--- src/rtl/sdcmd_pkg.sv ---
package sdcmd_pkg;
    localparam int CMD_HEAD_W   = 40;   // start, direction, index, argument
    localparam int CMD_FRAME_W  = 48;
    localparam int CRC_W        = 7;
    localparam int RSP_SHORT_W  = 48;
    localparam int RSP_LONG_W   = 136;
    localparam int LONG_CRC_LO  = 8;    // first protected bit position
    localparam int LONG_CRC_HI  = 128;  // one past last protected bit
    localparam int TMO_CLKS     = 64;
    localparam int BITN_W       = $clog2(RSP_LONG_W + 1);
    localparam int WCNT_W       = $clog2(TMO_CLKS + 1);
    localparam logic [CRC_W-1:0] CRC_POLY = 7'h09;

    typedef enum logic [1:0] {
        ST_IDLE,
        ST_SEND,
        ST_LISTEN,
        ST_RECV
    } seq_st_e;

    typedef struct packed {
        seq_st_e                 st;
        logic [BITN_W-1:0]       bitn;
        logic [CMD_HEAD_W-1:0]   sh;
        logic [CRC_W-1:0]        crc;
        logic [RSP_LONG_W-1:0]   rx;
        logic [WCNT_W-1:0]       wcnt;
        logic                    rlong;
        logic                    rnone;
        logic                    oe;
        logic                    dout;
        logic                    done;
        logic                    cerr;
        logic                    tmo;
        logic                    mbit;
    } seq_t;
endpackage

--- src/rtl/sdcmd_clkdiv.sv ---
module sdcmd_clkdiv #(
    parameter int CLK_HZ  = 200_000_000,
    parameter int ID_HZ   = 375_000,
    parameter int XF1_HZ  = 6_000_000,
    parameter int XF2_HZ  = 15_000_000,
    parameter int XF3_HZ  = 20_000_000,
    parameter int XF4_HZ  = 24_000_000,
    parameter int HS_HZ   = 48_000_000
) (
    input  logic       clk,
    input  logic       rst_n,
    input  logic [2:0] rate_sel,
    output logic       sd_clk,
    output logic       rise_tick,
    output logic       fall_tick
);
    function automatic int half_of(input int f);
        int h;
        h = (CLK_HZ + 2 * f - 1) / (2 * f);
        return (h < 1) ? 1 : h;
    endfunction

    localparam int HALF_ID = half_of(ID_HZ);
    localparam int CW      = $clog2(HALF_ID + 1);

    localparam logic [CW-1:0] LIM_ID = CW'(HALF_ID);
    localparam logic [CW-1:0] LIM_1  = CW'(half_of(XF1_HZ));
    localparam logic [CW-1:0] LIM_2  = CW'(half_of(XF2_HZ));
    localparam logic [CW-1:0] LIM_3  = CW'(half_of(XF3_HZ));
    localparam logic [CW-1:0] LIM_4  = CW'(half_of(XF4_HZ));
    localparam logic [CW-1:0] LIM_HS = CW'(half_of(HS_HZ));

    typedef struct packed {
        logic [CW-1:0] cnt;
        logic          clk;
    } div_t;

    div_t d, q;
    logic [CW-1:0] lim;
    logic          tick;

    always_comb begin
        case (rate_sel)
            3'd1:    lim = LIM_1;
            3'd2:    lim = LIM_2;
            3'd3:    lim = LIM_3;
            3'd4:    lim = LIM_4;
            3'd5:    lim = LIM_HS;
            default: lim = LIM_ID;
        endcase
        tick  = (q.cnt >= lim - 1'b1);
        d     = q;
        if (tick) begin
            d.cnt = '0;
            d.clk = ~q.clk;
        end else begin
            d.cnt = q.cnt + 1'b1;
        end
    end

    always_ff @(posedge clk or negedge rst_n) begin
        if (!rst_n) q <= '0;
        else        q <= d;
    end

    assign sd_clk    = q.clk;
    assign rise_tick = tick & ~q.clk;
    assign fall_tick = tick &  q.clk;
endmodule

--- src/rtl/sdcmd_crc7.sv ---
module sdcmd_crc7
    import sdcmd_pkg::*;
(
    input  logic [CRC_W-1:0] crc_i,
    input  logic             bit_i,
    output logic [CRC_W-1:0] crc_o
);
    logic fb;
    assign fb = crc_i[CRC_W-1] ^ bit_i;

    for (genvar i = 0; i < CRC_W; i++) begin : g_tap
        if (i == 0) begin : g_lsb
            assign crc_o[i] = CRC_POLY[i] & fb;
        end else begin : g_up
            assign crc_o[i] = crc_i[i-1] ^ (CRC_POLY[i] & fb);
        end
    end
endmodule

--- src/rtl/sdcmd_seq.sv ---
module sdcmd_seq
    import sdcmd_pkg::*;
(
    input  logic                  clk,
    input  logic                  rst_n,
    input  logic                  start,
    input  logic [5:0]            cmd_idx,
    input  logic [31:0]           cmd_arg,
    input  logic [1:0]            rsp_type,
    input  logic                  man_en,
    input  logic                  man_oe,
    input  logic                  man_out,
    input  logic                  cmd_i,
    input  logic                  rise_tick,
    input  logic                  fall_tick,
    input  logic [CRC_W-1:0]      crc_nx,
    output logic [CRC_W-1:0]      crc_cur,
    output logic                  crc_bit,
    output logic                  cmd_o,
    output logic                  cmd_oe,
    output logic                  man_in,
    output logic                  busy,
    output logic                  done,
    output logic                  crc_err,
    output logic                  timeout,
    output logic [RSP_LONG_W-1:0] rsp_bits
);
    localparam logic [BITN_W-1:0] B_HEAD  = BITN_W'(CMD_HEAD_W);
    localparam logic [BITN_W-1:0] B_ENDB  = BITN_W'(CMD_FRAME_W - 1);
    localparam logic [BITN_W-1:0] B_SLAST = BITN_W'(RSP_SHORT_W - 1);
    localparam logic [BITN_W-1:0] B_LLAST = BITN_W'(RSP_LONG_W - 1);
    localparam logic [BITN_W-1:0] B_LLO   = BITN_W'(LONG_CRC_LO);
    localparam logic [BITN_W-1:0] B_LHI   = BITN_W'(LONG_CRC_HI);
    localparam logic [WCNT_W-1:0] W_LAST  = WCNT_W'(TMO_CLKS - 1);

    seq_t d, q;
    logic in_crc;
    logic last_bit;

    always_comb begin
        d      = q;
        d.done = 1'b0;
        if (rise_tick) d.mbit = cmd_i;

        in_crc   = q.rlong ? (q.bitn >= B_LLO && q.bitn < B_LHI)
                           : (q.bitn < B_HEAD);
        last_bit = q.rlong ? (q.bitn == B_LLAST) : (q.bitn == B_SLAST);

        case (q.st)
            ST_IDLE: begin
                if (man_en) begin
                    d.oe   = man_oe;
                    d.dout = man_out;
                end else begin
                    d.oe = 1'b0;
                    if (start) begin
                        d.st    = ST_SEND;
                        d.bitn  = '0;
                        d.crc   = '0;
                        d.sh    = {2'b01, cmd_idx, cmd_arg};
                        d.rlong = rsp_type[1];
                        d.rnone = (rsp_type == 2'b00);
                        d.rx    = '0;
                        d.cerr  = 1'b0;
                        d.tmo   = 1'b0;
                    end
                end
            end
            ST_SEND: begin
                if (fall_tick) begin
                    d.bitn = q.bitn + 1'b1;
                    if (q.bitn < B_HEAD) begin
                        d.oe   = 1'b1;
                        d.dout = q.sh[CMD_HEAD_W-1];
                        d.sh   = {q.sh[CMD_HEAD_W-2:0], 1'b0};
                        d.crc  = crc_nx;
                    end else if (q.bitn < B_ENDB) begin
                        d.dout = q.crc[CRC_W-1];
                        d.crc  = {q.crc[CRC_W-2:0], 1'b0};
                    end else if (q.bitn == B_ENDB) begin
                        d.dout = 1'b1;
                    end else begin
                        d.oe   = 1'b0;
                        d.bitn = '0;
                        d.wcnt = '0;
                        if (q.rnone) begin
                            d.done = 1'b1;
                            d.st   = ST_IDLE;
                        end else begin
                            d.st = ST_LISTEN;
                        end
                    end
                end
            end
            ST_LISTEN: begin
                if (rise_tick) begin
                    if (!cmd_i) begin
                        d.st   = ST_RECV;
                        d.bitn = BITN_W'(1);
                        d.rx   = {q.rx[RSP_LONG_W-2:0], 1'b0};
                        d.crc  = '0;
                    end else if (q.wcnt == W_LAST) begin
                        d.tmo  = 1'b1;
                        d.done = 1'b1;
                        d.st   = ST_IDLE;
                    end else begin
                        d.wcnt = q.wcnt + 1'b1;
                    end
                end
            end
            default: begin
                if (rise_tick) begin
                    d.rx   = {q.rx[RSP_LONG_W-2:0], cmd_i};
                    d.bitn = q.bitn + 1'b1;
                    if (in_crc) d.crc = crc_nx;
                    if (last_bit) begin
                        d.cerr = (q.rx[CRC_W-1:0] != q.crc);
                        d.done = 1'b1;
                        d.st   = ST_IDLE;
                    end
                end
            end
        endcase
    end

    always_ff @(posedge clk or negedge rst_n) begin
        if (!rst_n) begin
            q      <= '0;
            q.st   <= ST_IDLE;
            q.dout <= 1'b1;
        end else begin
            q <= d;
        end
    end

    assign crc_cur  = q.crc;
    assign crc_bit  = (q.st == ST_SEND) ? q.sh[CMD_HEAD_W-1] : cmd_i;
    assign cmd_o    = q.dout;
    assign cmd_oe   = q.oe;
    assign man_in   = q.mbit;
    assign busy     = (q.st != ST_IDLE);
    assign done     = q.done;
    assign crc_err  = q.cerr;
    assign timeout  = q.tmo;
    assign rsp_bits = q.rx;
endmodule

--- src/rtl/sdcmd_engine.sv ---
module sdcmd_engine
    import sdcmd_pkg::*;
#(
    parameter int CLK_HZ = 200_000_000
) (
    input  logic                  clk,
    input  logic                  rst_n,
    input  logic [2:0]            rate_sel,
    input  logic                  start,
    input  logic [5:0]            cmd_idx,
    input  logic [31:0]           cmd_arg,
    input  logic [1:0]            rsp_type,
    input  logic                  man_en,
    input  logic                  man_oe,
    input  logic                  man_out,
    input  logic                  cmd_i,
    output logic                  sd_clk,
    output logic                  cmd_o,
    output logic                  cmd_oe,
    output logic                  man_in,
    output logic                  busy,
    output logic                  done,
    output logic                  crc_err,
    output logic                  timeout,
    output logic [RSP_LONG_W-1:0] rsp_bits
);
    logic             rise_tick, fall_tick;
    logic [CRC_W-1:0] crc_cur, crc_nx;
    logic             crc_bit;

    sdcmd_clkdiv #(.CLK_HZ(CLK_HZ)) u_div (
        .clk       (clk),
        .rst_n     (rst_n),
        .rate_sel  (rate_sel),
        .sd_clk    (sd_clk),
        .rise_tick (rise_tick),
        .fall_tick (fall_tick)
    );

    sdcmd_crc7 u_crc (
        .crc_i (crc_cur),
        .bit_i (crc_bit),
        .crc_o (crc_nx)
    );

    sdcmd_seq u_seq (
        .clk       (clk),
        .rst_n     (rst_n),
        .start     (start),
        .cmd_idx   (cmd_idx),
        .cmd_arg   (cmd_arg),
        .rsp_type  (rsp_type),
        .man_en    (man_en),
        .man_oe    (man_oe),
        .man_out   (man_out),
        .cmd_i     (cmd_i),
        .rise_tick (rise_tick),
        .fall_tick (fall_tick),
        .crc_nx    (crc_nx),
        .crc_cur   (crc_cur),
        .crc_bit   (crc_bit),
        .cmd_o     (cmd_o),
        .cmd_oe    (cmd_oe),
        .man_in    (man_in),
        .busy      (busy),
        .done      (done),
        .crc_err   (crc_err),
        .timeout   (timeout),
        .rsp_bits  (rsp_bits)
    );
endmodule

--- config.mk ---
export PLATFORM = sky130hd
export DESIGN_NAME = sdcmd_engine
export DESIGN_NICKNAME = d
export VERILOG_FILES = /design/src/rtl/sdcmd_pkg.sv /design/src/rtl/sdcmd_clkdiv.sv /design/src/rtl/sdcmd_crc7.sv /design/src/rtl/sdcmd_seq.sv /design/src/rtl/sdcmd_engine.sv
export SDC_FILE = /design/constraint.sdc
export NUM_CORES = 1
export LEC_CHECK = 0
export ABC_AREA = 1
export BUFFER_PORTS_ARGS = -buffer_cell sky130_fd_sc_hd__buf_2
export CAP_MARGIN = 5
export CORE_AREA = 2 2 163 165
export CTS_CLUSTER_DIAMETER = 150
export DETAILED_ROUTE_END_ITERATION = 8
export DIE_AREA = 0 0 165 167
export PLACE_DENSITY_LB_ADDON = 0.12
export SETUP_SLACK_MARGIN = 0.5
export SLEW_MARGIN = 20
export SYNTH_ARGS = -nofsm -noshare
export SYNTH_HDL_FRONTEND = slang
export SYNTH_SLANG_ARGS = --single-unit
--- constraint.sdc ---
create_clock -name clk -period 2 [get_ports clk]
set_input_delay 0.4 -clock clk [delete_from_list [all_inputs] [get_ports clk]]
set_output_delay 0.4 -clock clk [all_outputs]
set_load 0.005 [all_outputs]
# Word level (Yosys, flattened, before mapping)
# Cells that the tools add are included.
# word_totals
regBits	218
out_inout_bits	144
input_bits	50
wordCells	149
# classes
n_mux	62
n_bitwise	8
reduce_logical	25
n_eq_ne	29
addsub	4
n_lt_le_gt_ge	5
# ops
cell	count
136-bit one-hot mux with 3 select lines	1
193-bit two-way mux	2
143-bit two-way mux	2
150-bit two-way mux	1
40-bit one-hot mux with 2 select lines	1
7-bit two-way mux	9
57-bit two-way mux	1
10-bit two-way mux	5
40-bit two-way mux	1
9-bit one-hot mux with 4 select lines	1
10-bit one-hot mux with 3 select lines	1
2-bit inequality test, second input constant	11
7-bit one-hot mux with 3 select lines	1
1-bit two-way mux	19
2-bit two-way mux	9
6-bit AND reduction	3
8-bit by 6-bit less-than comparator with 1-bit output, second input constant	2
8-bit AND reduction	2
7-bit one-hot mux with 2 select lines	1
2-bit nonzero test	6
10-bit AND reduction	1
5-bit AND reduction	2
9-bit by 1-bit adder with 9-bit output, second input constant	1
9-bit greater-or-equal comparator	1
other kinds (34)	49

# Logic depth before layout (Yosys ltp)
# Gate-level depths: netlist of the first run.
# depth
depth_word	8
mapped_depth	18
mapped_depth_nobuf	18

# Hierarchy
# A second synthesis of the first run with hierarchy kept.
# unflattened
cells_unflattened	1441
hier_area_um2	11821.3
# by_module_without_submodules
mod	seq_area_each_um2	area_each_um2	n_inst	cells_per_inst
sdcmd_seq	5206.2	11039.3	1	1331
sdcmd_clkdiv	250.2	693.2	1	93
sdcmd_crc7	0.0	88.8	1	17

# Worst setup path before layout of the first run
# OpenSTA, ideal clock, no wires.
# synth_timing
path_kind	input to register
start	input rate_sel[0]
end	register u_seq.q, in the netlist u_seq.rsp_bits[18]
setup_ns	0.133
stages	18
t_arrival_ns	2.297
required_time_ns	1.867
slack_ns	-0.430
n_path_buf	3
cell_sequence	inv_1 -> nor2_1 -> or2_2 -> ha_1 -> inv_1 -> o21bai_1 -> nand2_1 -> nand2_1 -> nand2_1 -> nand2_4 -> nand2_4 -> mux2i_4 -> nand2_1 -> buf_6 -> buf_8 -> buf_6 -> nand2_1 -> o21ai_0
# synth_between
elab_chain_cells	8
word_cells_on_any_way	13
cone_classes	1 x add/sub; 1 x order compare; 6 x eq/ne; 1 x mux; 1 x bitwise; 3 x reduce/logical
# synth_rtl
item	line_no	rtl
start: declaration	sdcmd_engine.sv:8	input logic [2:0] rate_sel,
3-bit by 2-bit equality test with 1-bit output or 3-bit equality test (tied branches)	sdcmd_clkdiv.sv:43	case (rate_sel)
2-bit OR reduction (no source line)	n/a	
9-bit one-hot mux with 4 select lines *	sdcmd_clkdiv.sv:43	
9-bit by 1-bit subtractor with 9-bit output *	sdcmd_clkdiv.sv:51	tick = (q.cnt >= lim - 1'b1);
9-bit greater-or-equal comparator *	sdcmd_clkdiv.sv:51	
1-bit AND *	sdcmd_clkdiv.sv:67	assign rise_tick = tick & ~q.clk;
2-bit inequality test (no source line) or 2-bit nonzero test (tied branches)	n/a	
6-bit AND reduction (no source line) *	n/a	
end: declaration	sdcmd_seq.sv:36	seq_t d, q;
# Every way passes the cells marked *; elsewhere a longest branch is shown, timed or not.
# A chain may end at the register's enable or synchronous reset.

# Worst setup path after layout of the first run
# layout_timing
start	register u_div.q[3] (netlist bit)
end	register u_seq.q, in the netlist u_seq.rsp_bits[116]
# layout_between
elab_chain_cells	4
word_cells_on_any_way	5
cone_classes	1 x order compare; 1 x eq/ne; 1 x bitwise; 2 x reduce/logical
# layout_rtl
item	line_no	rtl
start: declaration	sdcmd_clkdiv.sv:38	div_t d, q;
start signal: assignment	sdcmd_clkdiv.sv:62	if (!rst_n) q <= '0;
start signal: assignment	sdcmd_clkdiv.sv:63	else q <= d;
9-bit greater-or-equal comparator *	sdcmd_clkdiv.sv:51	
1-bit AND *	sdcmd_clkdiv.sv:67	
2-bit inequality test (no source line) or 2-bit nonzero test (tied branches)	n/a	
6-bit AND reduction (no source line) *	n/a	
# Marks and branches as above.

==> results of run 1 <==
[through the flow]
| step | setup WS [ps] | std cells | utilization |
|---|---|---|---|
| 4_1_cts | -181 | 1829 | 0.500 |
| 6_report | -174 | 1867 | 0.541 |
| 5_1_grt | -274 | 1867 | 0.541 |
| 3_5_place_dp | -674 | 1779 | 0.465 |
| 2_1_floorplan | -373 | 1392 | - |
| 3_3_place_gp | -594 | 1779 | 0.465 |
[logic make-up (layout without fill, tap and decap cells)]
kind of cell / after synthesis / after routing / share of synthesized area
DFF: 218 / 218 / 0.487
and+or+nand+nor: 567 / 570 / 0.200
adders and majority gates: 13 / 13 / 0.0145
xor gates and xnor gates: 16 / 16 / 0.0125
muxes: 1 / 1 / 0.00201
buffers and inverters: 306 / 443 / 0.158
AOI/OAI and AO/OA: 271 / 271 / 0.126
[cells in the mapped netlist]
| master | number |
|---|---|
| sky130_fd_sc_hd__clkinv_1 | 2 |
| sky130_fd_sc_hd__clkbuf_1 | 36 |
| sky130_fd_sc_hd__or2_2 | 3 |
| sky130_fd_sc_hd__nand4_1 | 12 |
| sky130_fd_sc_hd__buf_4 | 138 |
| sky130_fd_sc_hd__buf_8 | 1 |
| sky130_fd_sc_hd__a21oi_1 | 24 |
| sky130_fd_sc_hd__o21bai_1 | 8 |
| sky130_fd_sc_hd__dfrtp_1 | 217 |
| sky130_fd_sc_hd__nor2_1 | 53 |
| sky130_fd_sc_hd__dfstp_2 | 1 |
| sky130_fd_sc_hd__inv_1 | 98 |
| sky130_fd_sc_hd__buf_2 | 17 |
| sky130_fd_sc_hd__o22ai_1 | 3 |
| sky130_fd_sc_hd__a21boi_0 | 1 |
| sky130_fd_sc_hd__nor2_2 | 2 |
| sky130_fd_sc_hd__nor3_1 | 5 |
| sky130_fd_sc_hd__o21ai_0 | 171 |
| sky130_fd_sc_hd__nor3b_1 | 1 |
| sky130_fd_sc_hd__o21ai_2 | 6 |
| sky130_fd_sc_hd__ha_1 | 13 |
| sky130_fd_sc_hd__nor4_1 | 2 |
| sky130_fd_sc_hd__o21a_1 | 1 |
| sky130_fd_sc_hd__mux2i_4 | 1 |
| sky130_fd_sc_hd__nand3_2 | 1 |
| sky130_fd_sc_hd__nand2_2 | 1 |
| sky130_fd_sc_hd__nand2_4 | 2 |
| sky130_fd_sc_hd__and3_1 | 1 |
| sky130_fd_sc_hd__nor2_4 | 1 |
| sky130_fd_sc_hd__nand2_1 | 462 |
| sky130_fd_sc_hd__buf_6 | 10 |
| sky130_fd_sc_hd__o21ai_1 | 56 |
| sky130_fd_sc_hd__nand3_1 | 21 |
| sky130_fd_sc_hd__xor2_1 | 7 |
| sky130_fd_sc_hd__o211ai_1 | 1 |
| sky130_fd_sc_hd__buf_1 | 2 |
| sky130_fd_sc_hd__inv_2 | 2 |
| sky130_fd_sc_hd__xnor2_1 | 9 |
[cell usage in the layout (no fill, tap or decap), types with 38 or more instances in the layout]
| cell | netlist | final |
|---|---|---|
| sky130_fd_sc_hd__buf_4 | 138 | 56 |
| sky130_fd_sc_hd__buf_2 | 17 | 191 |
| sky130_fd_sc_hd__o21ai_2 | 6 | 38 |
| sky130_fd_sc_hd__dfrtp_1 | 217 | 217 |
| sky130_fd_sc_hd__o21ai_0 | 171 | 113 |
| sky130_fd_sc_hd__nand2_2 | 1 | 48 |
| sky130_fd_sc_hd__inv_1 | 98 | 91 |
| sky130_fd_sc_hd__clkbuf_16 | 0 | 39 |
| sky130_fd_sc_hd__nor2_1 | 53 | 52 |
| sky130_fd_sc_hd__o21ai_1 | 56 | 82 |
| sky130_fd_sc_hd__nand2_1 | 462 | 395 |
[power breakdown]
part           internal [uW]  switching, uW
combinational           2820           4020
clock                   2950           1850
sequential              5020            320
total                  10800           6190
[layer usage]
| metal | vias up | share of wire | track usage |
|---|---|---|---|
| li1 | 4549 | - | - |
| met1 | 4280 | 0.48 | 0.269 |
| met2 | 192 | 0.46 | 0.269 |
| met3 | 26 | 0.043 | 0.0244 |
| met4 | 0 | 0.013 | 0.0401 |
| met5 | - | 0 | 0 |
[final cells by class]
| cell class | count | area [um^2] |
|---|---|---|
| fill | 2437 | 11800 |
| sequential | 218 | 5460 |
| multi-input combinational | 871 | 4550 |
| timing repair buffer | 293 | 2250 |
| clock buffer | 41 | 788 |
| tap | 335 | 419 |
| inverter | 102 | 390 |
| clock inverter | 7 | 88.8 |
[worst min path at each step]
stage,cells past startpoint,slack [ps],startpoint,to
after global placement,1,370,rst_n,u_seq.rsp_bits[30]$_DFFE_PN0P_
after detailed placement,1,370,rst_n,u_seq.rsp_bits[30]$_DFFE_PN0P_
after floorplan,0,100,rst_n,u_div.q[1]$_DFF_PN0_
final,2,60,rsp_type[0],u_seq.q[6]$_DFFE_PN0P_
after global routing,2,50,rsp_type[0],u_seq.q[6]$_DFFE_PN0P_
after CTS,2,30,rsp_type[0],u_seq.q[6]$_DFFE_PN0P_
[sequential cells by signal (all words and copies together) (netlist names)]
signal / cells
u_seq.rsp_bits: 136
u_seq.crc_err: 1
u_seq.timeout: 1
u_seq.crc_cur: 7
u_seq.cmd_o: 1
u_div.sd_clk: 1
u_seq.man_in: 1
u_div.q: 9
u_seq.cmd_oe: 1
u_seq.done: 1
u_seq.q: 59
[repair_timing]
action,4_1_cts,5_1_grt
pin swaps,1,14
hold buffers,1,0
setup buffers,1,17
hold endpoints to repair,47,0
resized for setup,9,185
setup endpoints to repair,237,264
gates cloned,0,21
==> qor.csv, run 1 <==
metric,value,unit
run_status,finished with violations,
violated_checks,negative setup slack,
antenna_violating_nets_post_route,0,
max-cap-violations,0,
clk_buf_depth,3,
path_cells,ha_4 > inv_2 > o21bai_1 > nand2_1 > nand2_1 > nand2_2 > nand2_4 > nand2_8 > mux2i_4 > buf_12 > nand2_4 > clkbuf_16 > nand2_1 > o21ai_0,
cpPeakStageDelay,420,ps
top_level_ports,194,
h-tree-depth,1,
required,2400,ps
syn_to_final_growth,24.4,%
timing.rr.start,u_div.q[3]$_DFF_PN0_,
netlist_area,11200,um^2
timing.slew.headroom,0.655,
grt_usage,0.177,
netlist_instances,1392,
r2r_slack,-170,ps
first_global_vias,7987,
share_of_synthesized_area_occupied_by_flip_flops_and_latches,0.487,
drt_first_pass_iters,5,
numPortBuffers,193,
antennaDiodeCount,0,
grt_pass1_wl,40.5,mm
synth.ff_latch_count,218,
placeableCoreArea,25800,um^2
worst_r2r_endpoint,u_seq.rsp_bits[116]$_DFFE_PN0P_,
fin_hold_ws,56.1,ps
crit_slowest_cell,sky130_fd_sc_hd__dfrtp_1,
wl,27.1,mm
antenna_violations_before_repair,0,
critical-path-top-delay-family,simple AND/OR/NAND/NOR gates,
routed_via_density,4.85,
die-area,27600,um^2
gr-total-overflow,0,
num-nets-final,1575,
cell_seen_most_often_among_critical_path_stages,sky130_fd_sc_hd__nand2_1,
min_period_over_period,1.09,
ys.warnings.count,0,
timing.clock.skew,7.59,ps
worstMarginPinSlew,512,ps
clockRootBuffer,sky130_fd_sc_hd__clkbuf_16,
timing.critical_path.fanout_max,15,
routabilityCongestion,0.868,
detailedRoute.firstIterationViolations,596,
rsz_0062_raised_after_global_routing,yes,
power_leakage,0.00690,uW
power-per-cell-area,1220,nW/um^2
path_class,reg -> reg,
grt_start_max_net_pins,83,
path_buf_inv,3,
critical_path.startpoint_type,flip-flop,
post_synth_num_cell_types,38,
post-layout-total-power,17000,uW
setup_viol,191,
clock_sinks,218,
timing.final.ws_setup,-174,ps
fraction_of_synthesized_cell_area_taken_by_the_top_area_cell_type,0.484,
yosysTopAreaCell,sky130_fd_sc_hd__dfrtp_1,
clk_latency,520,ps
clk_pin_slew_worst_paths,60,ps
dp_hpwl,16.7,mm
worstHoldPathType,in -> reg,
achievable-frequency,460,MHz
max-vdd-ir-drop,0.654,mV
drc,0,
cp-endpoint,u_seq.rsp_bits[116]$_DFFE_PN0P_,
placed_area,12000,um^2
cts_tree,built,
route.detailed.wl_per_inst,14.5,um
cp_num_cells,14,
die_width,165,um
finish.instance_area,13900,um^2
timing.final.crit_period,2170,ps
netlist_top_cells_area,"sky130_fd_sc_hd__dfrtp_1, sky130_fd_sc_hd__nand2_1, sky130_fd_sc_hd__buf_4",
first_element_of_the_critical_path,u_div.q[3]$_DFF_PN0_,
hold_viol,0,
vias,9047,
tritoncts.num_buffers,26,
die_height,167,um
worst_ep_arrival_time,2570,ps
drv_slew,0,
worst_setup_path_end_kind,flip-flop,
synth_nets,1455,
totalNegativeSetupSlack,-21900,ps
avgSynthCellArea,8.05,um^2
placementRows,59,
drive_above_1_share,0.309,
rr_worst_depth,14,
start_util,0.435,
No activity file was read; power rests on OpenSTA's default activity.
==> inputs of run 2 (changes only) <==
- CORE_AREA: 2 2 163 165 -> 4 4 190 146
- DIE_AREA: 0 0 165 167 -> 0 0 194 150
==> run 2 against run 1 <==
The flow still finishes with violations (negative setup slack). Clock skew rose by 10 ps. Critical path depth did not move. Clock power fell by 10%. Final cell count rose by 2.2%. Total power rose by 9.6%. Maximum frequency fell by 1.2%. Combinational power rose by 31%. Core utilization rose by 2.7 points. Setup slack got worse by 26 ps. Register-to-register slack got worse by 30 ps. Die area rose by 5.6%. Via count rose by 4.0%. Critical endpoint is now u_seq.rsp_bits[68]$_DFFE_PN0P_. Largest power group unchanged.
==> qor.csv, run 2 (synthesis gave the netlist of run 1 again) <==
metric,value,unit,change
run_status,finished with violations,,
violated_checks,negative setup slack,,
h-tree-depth,1,,unchanged
dp.cells,1787,,+0.45%
routabilityCongestion,0.850,,-2.1%
n_fill_cell,2337,,-4.1%
clockRootBuffer,sky130_fd_sc_hd__clkbuf_16,,
timing.slew.headroom,0.537,,-0.117
drv_slew,0,,unchanged
first_global_vias,8480,,+6.2%
syn_to_final_growth,30.8,%,
dp_hpwl,18.2,mm,+8.9%
num-nets-final,1613,,+2.4%
cts_tree,built,,
timing.final.ws_setup,-200,ps,-26.4 ps
grt_usage,0.184,,+0.00685
worst_ep_arrival_time,2630,ps,+60 ps
die_height,150,um,-10%
gr-total-overflow,0,,unchanged
mostFrequentLayoutCell,sky130_fd_sc_hd__nand2_1,,
achievable-frequency,454,MHz,-1.2%
detailedRoute.firstIterationViolations,567,,-4.9%
drive_above_1_share,0.352,,+0.0423
timing.final.crit_period,2200,ps,+26.4 ps
placeableCoreArea,25800,um^2,about the same
wl,30.6,mm,+13%
setup_viol,195,,+2.1%
required,2430,ps,+30 ps
drc,0,,unchanged
worst_setup_path_end_kind,flip-flop,,
path_class,reg -> reg,,
clk_pin_slew_worst_paths,60,ps,about the same
groute.layer.met2.usage,0.271,,+0.00176
worstMarginPinSlew,688,ps,+175 ps
start_util,0.435,,about the same
hold_viol,0,,unchanged
die_width,194,um,+18%
global_route.usage.met1,0.285,,+0.0160
power-per-cell-area,1270,nW/um^2,+4.3%
clk_latency,520,ps,about the same
placementRows,51,,-14%
vias,9411,,+4.0%
gr-usage-met3,0.0351,,+0.0107
grt_start_max_net_pins,77,,-7.2%
most_used_cells_in_the_layout_excluding_fill_and_tap_cells,"sky130_fd_sc_hd__nand2_1, sky130_fd_sc_hd__dfrtp_1, sky130_fd_sc_hd__buf_2",,
grt_pass1_wl,45.0,mm,+11%
min_period_over_period,1.10,,+0.0132
max_reg_flops,136,,unchanged
power_leakage,0.00728,uW,+5.6%
max-cap-violations,0,,unchanged
worstHoldPathType,in -> reg,,
max-vdd-ir-drop,0.806,mV,+23%
antennaDiodeCount,0,,unchanged
antenna_violations_before_repair,2,,+2
clk_buf_depth,3,,unchanged
totalNegativeSetupSlack,-26590,ps,-4690 ps
die-area,29100,um^2,+5.6%
antenna_violating_nets_post_route,0,,unchanged
drt_first_pass_iters,5,,unchanged
timing.critical_path.fanout_max,8,,-7
rsz_0062_raised_after_global_routing,yes,,
routed_via_density,4.93,,+1.8%
final-instance-count-excl-fill,1908,,+2.2%
timing.clock.skew,17.8,ps,+10.2 ps
critical_path.startpoint_type,flip-flop,,
clock_sinks,218,,unchanged
tritoncts.num_buffers,23,,-12%
numPortBuffers,193,,unchanged
route.detailed.wl_per_inst,16.1,um,+11%
grt_most_used_layer,met1,,
top_level_ports,194,,unchanged
[run 2: cell count changes in the layout (fill, tap and decap cells not counted), moves of 9 or more]
cell	change
sky130_fd_sc_hd__buf_4	+22
sky130_fd_sc_hd__o21ai_2	+12
sky130_fd_sc_hd__nand2_4	+9
sky130_fd_sc_hd__o21ai_1	+38
sky130_fd_sc_hd__nand2_1	-16
sky130_fd_sc_hd__o21ai_0	-51
[run 2: worst paths after layout]
path	slack (ps)	startpoint	to	cells after the start
setup / recovery	-200	u_div.q[9]$_DFF_PN0_	u_seq.rsp_bits[68]$_DFFE_PN0P_	14
hold / removal	90	rsp_type[0]	u_seq.q[6]$_DFFE_PN0P_	2
setup reg to reg	-200	u_div.q[9]$_DFF_PN0_	u_seq.rsp_bits[68]$_DFFE_PN0P_	14
hold reg to reg	490	u_seq.cmd_oe$_DFFE_PN0P_	u_seq.cmd_oe$_DFFE_PN0P_	2
max in group asynchronous	970	rst_n	u_seq.cmd_o$_DFFE_PN1P_	3
min in group asynchronous	340	rst_n	u_seq.rsp_bits[25]$_DFFE_PN0P_	2
[run 2: final cells by class]
type                    instances  area [um^2]  area share
well taps                     344          430      0.0294
clock inverters                 7         88.8     0.00606
flip-flops and latches        218         5460       0.373
multi-input cells             871         4720       0.322
inverters                     102          385      0.0263
repair buffers                334         2930       0.200
clock buffers                  32          649      0.0443
[run 2: power by group]
part | switching (uW) | total, uW | internal [uW]
Sequential | 329 | 5350 | 5020
Combinational | 4920 | 8950 | 4030
Clock | 1790 | 4310 | 2510
[run 2: repair_timing]
action / in CTS / in global routing
cloned: 8 / 25
endpoints found under the setup margin: 231 / 255
resized for setup: 48 / 262
hold buffers: 1 / 0
pin swaps: 5 / 12
buffers inserted: 9 / 39
endpoints found under the hold margin: 27 / 0
[run 2: layer usage]
layer,part of all wire,vias up
li1,-,4628
met1,0.49,4525
met2,0.44,220
met3,0.052,34
met4,0.015,4
met5,0.00085,-
[run 2: per-stage QoR]
step	utilization	power [uW]	worst slack, ps	hold slack, ps	area (um^2)
floorplan	-	9100	-373	104	11400
global placement	0.466	10700	-610	285	12000
detailed placement	0.466	10700	-659	284	12000
CTS	0.510	16100	-172	71.6	13200
global route	0.569	19700	-342	66.8	14700
finish	0.569	18600	-200	85.6	14700
[run 2: worst max-delay path, cell delays in order (launching register included)]
cell	delay (ps)
sky130_fd_sc_hd__dfrtp_1	390
sky130_fd_sc_hd__ha_1	310
sky130_fd_sc_hd__nand2_1	60
sky130_fd_sc_hd__nor2_1	90
sky130_fd_sc_hd__nand2_1	60
sky130_fd_sc_hd__nor2_2	80
sky130_fd_sc_hd__nor2_2	60
sky130_fd_sc_hd__nand2_4	90
sky130_fd_sc_hd__nand2_4	80
sky130_fd_sc_hd__mux2i_4	170
sky130_fd_sc_hd__buf_12	160
sky130_fd_sc_hd__buf_12	130
sky130_fd_sc_hd__nand2_8	110
sky130_fd_sc_hd__clkbuf_16	190
sky130_fd_sc_hd__o21ai_1	130
==> inputs of run 3 (changes only) <==
- ABC_AREA: 1 -> default
- CORE_AREA: 4 4 190 146 -> 4 4 189 145
- DIE_AREA: 0 0 194 150 -> 0 0 193 149
==> run 3 against run 2 <==
The flow still finishes with violations (negative setup slack). Critical path depth fell by 4. Register-to-register slack worse by 190 ps. Final cell count is 12% lower. Count of clock-buffer cells in the layout rose by 5. Maximum frequency is 7.9% lower. Critical path type unchanged. Critical endpoint is now u_seq.q[177]$_DFFE_PN0P_. Highest routed layer unchanged.
==> qor.csv, run 3 <==
metric,value,unit,change
run_status,finished with violations,,
violated_checks,negative setup slack,,
detailedRoute.firstIterationViolations,358,,-37%
post-synth-top-count-cell,sky130_fd_sc_hd__nand2_1,,
syn_to_final_growth,23.6,%,
max-vdd-ir-drop,0.766,mV,-5.0%
mostFrequentLayoutCell,sky130_fd_sc_hd__nand2_1,,
placementRows,51,,unchanged
achievable-frequency,418,MHz,-7.9%
synth.ff_latch_count,218,,unchanged
drv_slew,0,,unchanged
die_height,149,um,-0.67%
wl,26.6,mm,-13%
dp_hpwl,17.6,mm,-3.4%
ys_top_cells_by_count,"sky130_fd_sc_hd__nand2_1, sky130_fd_sc_hd__dfrtp_1, sky130_fd_sc_hd__buf_4, sky130_fd_sc_hd__o21ai_0, sky130_fd_sc_hd__mux2_2",,
avgSynthCellArea,9.56,um^2,+19%
antenna_violating_nets_post_route,0,,unchanged
routabilityCongestion,0.795,,-6.5%
gr-total-overflow,0,,unchanged
grt_pass1_wl,41.4,mm,-8.0%
rsz_0062_raised_after_global_routing,yes,,
die_width,193,um,-0.52%
vias,8178,,-13%
clk_buf_depth,3,,unchanged
top_level_ports,194,,unchanged
netlist_area,11100,um^2,-0.79%
fraction_of_synthesized_cell_area_taken_by_the_top_area_cell_type,0.488,,+0.00387
synth_async_sr_flop_share,1.00,,unchanged
timing.final.crit_period,2390,ps,+189 ps
die-area,28800,um^2,-1.2%
routed_via_density,4.87,,-1.2%
worstHoldPathType,in -> reg,,
drc,0,,unchanged
grt_usage,0.174,,-0.0103
power_leakage,0.00665,uW,-8.7%
totalNegativeSetupSlack,-64950,ps,-38360 ps
hold_path_end,u_seq.q[6]$_DFFE_PN0P_,,
timing.critical_path.fanout_max,5,,-3
required,2390,ps,-40 ps
first_element_of_the_critical_path,u_div.q[5]$_DFF_PN0_,,
grt_start_max_net_pins,55,,-29%
clock_sinks,218,,unchanged
first_global_vias,7842,,-7.5%
rr_worst_depth,10,,-4
synth_top_flop_cell,sky130_fd_sc_hd__dfrtp_1,,
max-cap-violations,0,,unchanged
critical_path.startpoint_type,flip-flop,,
clockRootBuffer,sky130_fd_sc_hd__clkbuf_16,,
netlist_top_cells_area,"sky130_fd_sc_hd__dfrtp_1, sky130_fd_sc_hd__nand2_1, sky130_fd_sc_hd__buf_4",,
worst_hold_path.num_cells,2,,unchanged
num-nets-final,1378,,-15%
r2r_slack,-390,ps,-190 ps
timing.clock.skew,10.9,ps,-6.94 ps
post_synth_num_cell_types,59,,+55%
yosysTopAreaCell,sky130_fd_sc_hd__dfrtp_1,,
numPortBuffers,193,,unchanged
min_period_over_period,1.19,,+0.0947
clk_pin_slew_worst_paths,60,ps,about the same
worst_ep_arrival_time,2780,ps,+150 ps
timing.slew.headroom,0.635,,+0.0976
start_util,0.435,,about the same
tritoncts.num_buffers,24,,+4.3%
worst_r2r_endpoint,u_seq.q[177]$_DFFE_PN0P_,,
post-route-util,0.537,,-0.0312
fin_hold_ws,68.9,ps,-16.7 ps
path_class,reg -> reg,,
placeableCoreArea,25600,um^2,-0.74%
most_used_cells_in_the_layout_excluding_fill_and_tap_cells,"sky130_fd_sc_hd__nand2_1, sky130_fd_sc_hd__dfrtp_1, sky130_fd_sc_hd__buf_2",,
clk_latency,510,ps,about the same
synth_nets,1227,,-16%
synth_enable_flop_cells,0,,unchanged
share_of_synthesized_area_occupied_by_flip_flops_and_latches,0.491,,+0.00389
drt_first_pass_iters,4,,-1
antenna_violations_before_repair,1,,-1
worstMarginPinSlew,547,ps,-140 ps
route.detailed.wl_per_inst,15.9,um,-1.2%
drive_above_1_share,0.353,,+0.000926
hold_viol,0,,unchanged
setup_viol,204,,+4.6%
worstHoldStart,rsp_type[0],,
max_reg_flops,136,,unchanged
worst_setup_path_end_kind,flip-flop,,
h-tree-depth,1,,unchanged
timing.final.ws_setup,-390,ps,-189 ps
power-per-cell-area,1560,nW/um^2,+23%
ys.warnings.count,0,,unchanged
netlist_instances,1164,,-16%
cts_tree,built,,
timing.rr.start,u_div.q[5]$_DFF_PN0_,,
run 3: cells by family after synthesis:
family,after synthesis,synth area share
DFF,218,0.491
AOI/OAI and AO/OA,213,0.107
buffers and inverters,226,0.132
and+or+nand+nor,383,0.142
muxes,94,0.100
adders and majority gates,13,0.0146
xor gates and xnor gates,17,0.0134
run 3: worst max-delay path, stage by stage, from the launching register on:
cell	delay, ps
sky130_fd_sc_hd__dfrtp_2	450
sky130_fd_sc_hd__ha_4	170
sky130_fd_sc_hd__or4_4	430
sky130_fd_sc_hd__a21oi_4	150
sky130_fd_sc_hd__and2_4	180
sky130_fd_sc_hd__nor3b_4	50
sky130_fd_sc_hd__o21ai_4	180
sky130_fd_sc_hd__buf_12	140
sky130_fd_sc_hd__buf_12	110
sky130_fd_sc_hd__buf_16	110
sky130_fd_sc_hd__mux2_4	290
run 3: layout make-up:
class	count	area (um^2)
multi-input combinational	720	4360
fill	2315	11800
antenna	1	2.50
tap	344	430
clock inverter	7	62.6
inverter	23	88.8
sequential	218	5460
clock buffer	37	681
timing repair buffer	328	2680
run 3: worst max-delay path by stage:
| stage | end | slack, ps | cells after the start |
|---|---|---|---|
| final | u_seq.q[177]$_DFFE_PN0P_ | -390 | 10 |
| after global routing | u_seq.q[160]$_DFFE_PN0P_ | -490 | 9 |
| after CTS | u_seq.q[177]$_DFFE_PN0P_ | -400 | 10 |
| after detailed placement | u_seq.q[174]$_DFFE_PN0P_ | -830 | 10 |
| after global placement | u_seq.q[169]$_DFFE_PN0P_ | -820 | 10 |
| after floorplan | u_seq.q[177]$_DFFE_PN0P_ | -720 | 11 |
run 3: layer usage:
layer  wire [um]  vias to the layer above  track usage
met5          13                        -            0
met2       11400                      171        0.256
met1       13300                     3925        0.264
met3        1580                       25       0.0431
met4         373                        2       0.0294
li1            -                     4055            -
run 3: metrics by stage:
step	instance area [um^2]	power [uW]	cells	worst slack [ps]
finish	13800	21400	1678	-390
global route	13800	22700	1677	-492
CTS	13200	19700	1654	-398
detailed placement	12200	14400	1597	-831
global placement	12200	14300	1597	-824
floorplan	11300	11800	1164	-723
run 3: what timing repair did:
action / CTS / global route
buffers inserted: 8 / 5
pin swaps: 3 / 2
endpoints found under the setup margin: 228 / 247
endpoints found under the hold margin: 27 / 0
resized for setup: 23 / 23
cloned: 4 / 18
hold buffers: 1 / 0
run 3: power by group:
group / leakage, uW / total [uW] / internal (uW) / switching [uW]
logic: 0.00336 / 11600 / 6210 / 5360
registers: 0.00293 / 5570 / 5120 / 454
clock network: 0.000362 / 4250 / 2470 / 1780
total: 0.00665 / 21400 / 13800 / 7600
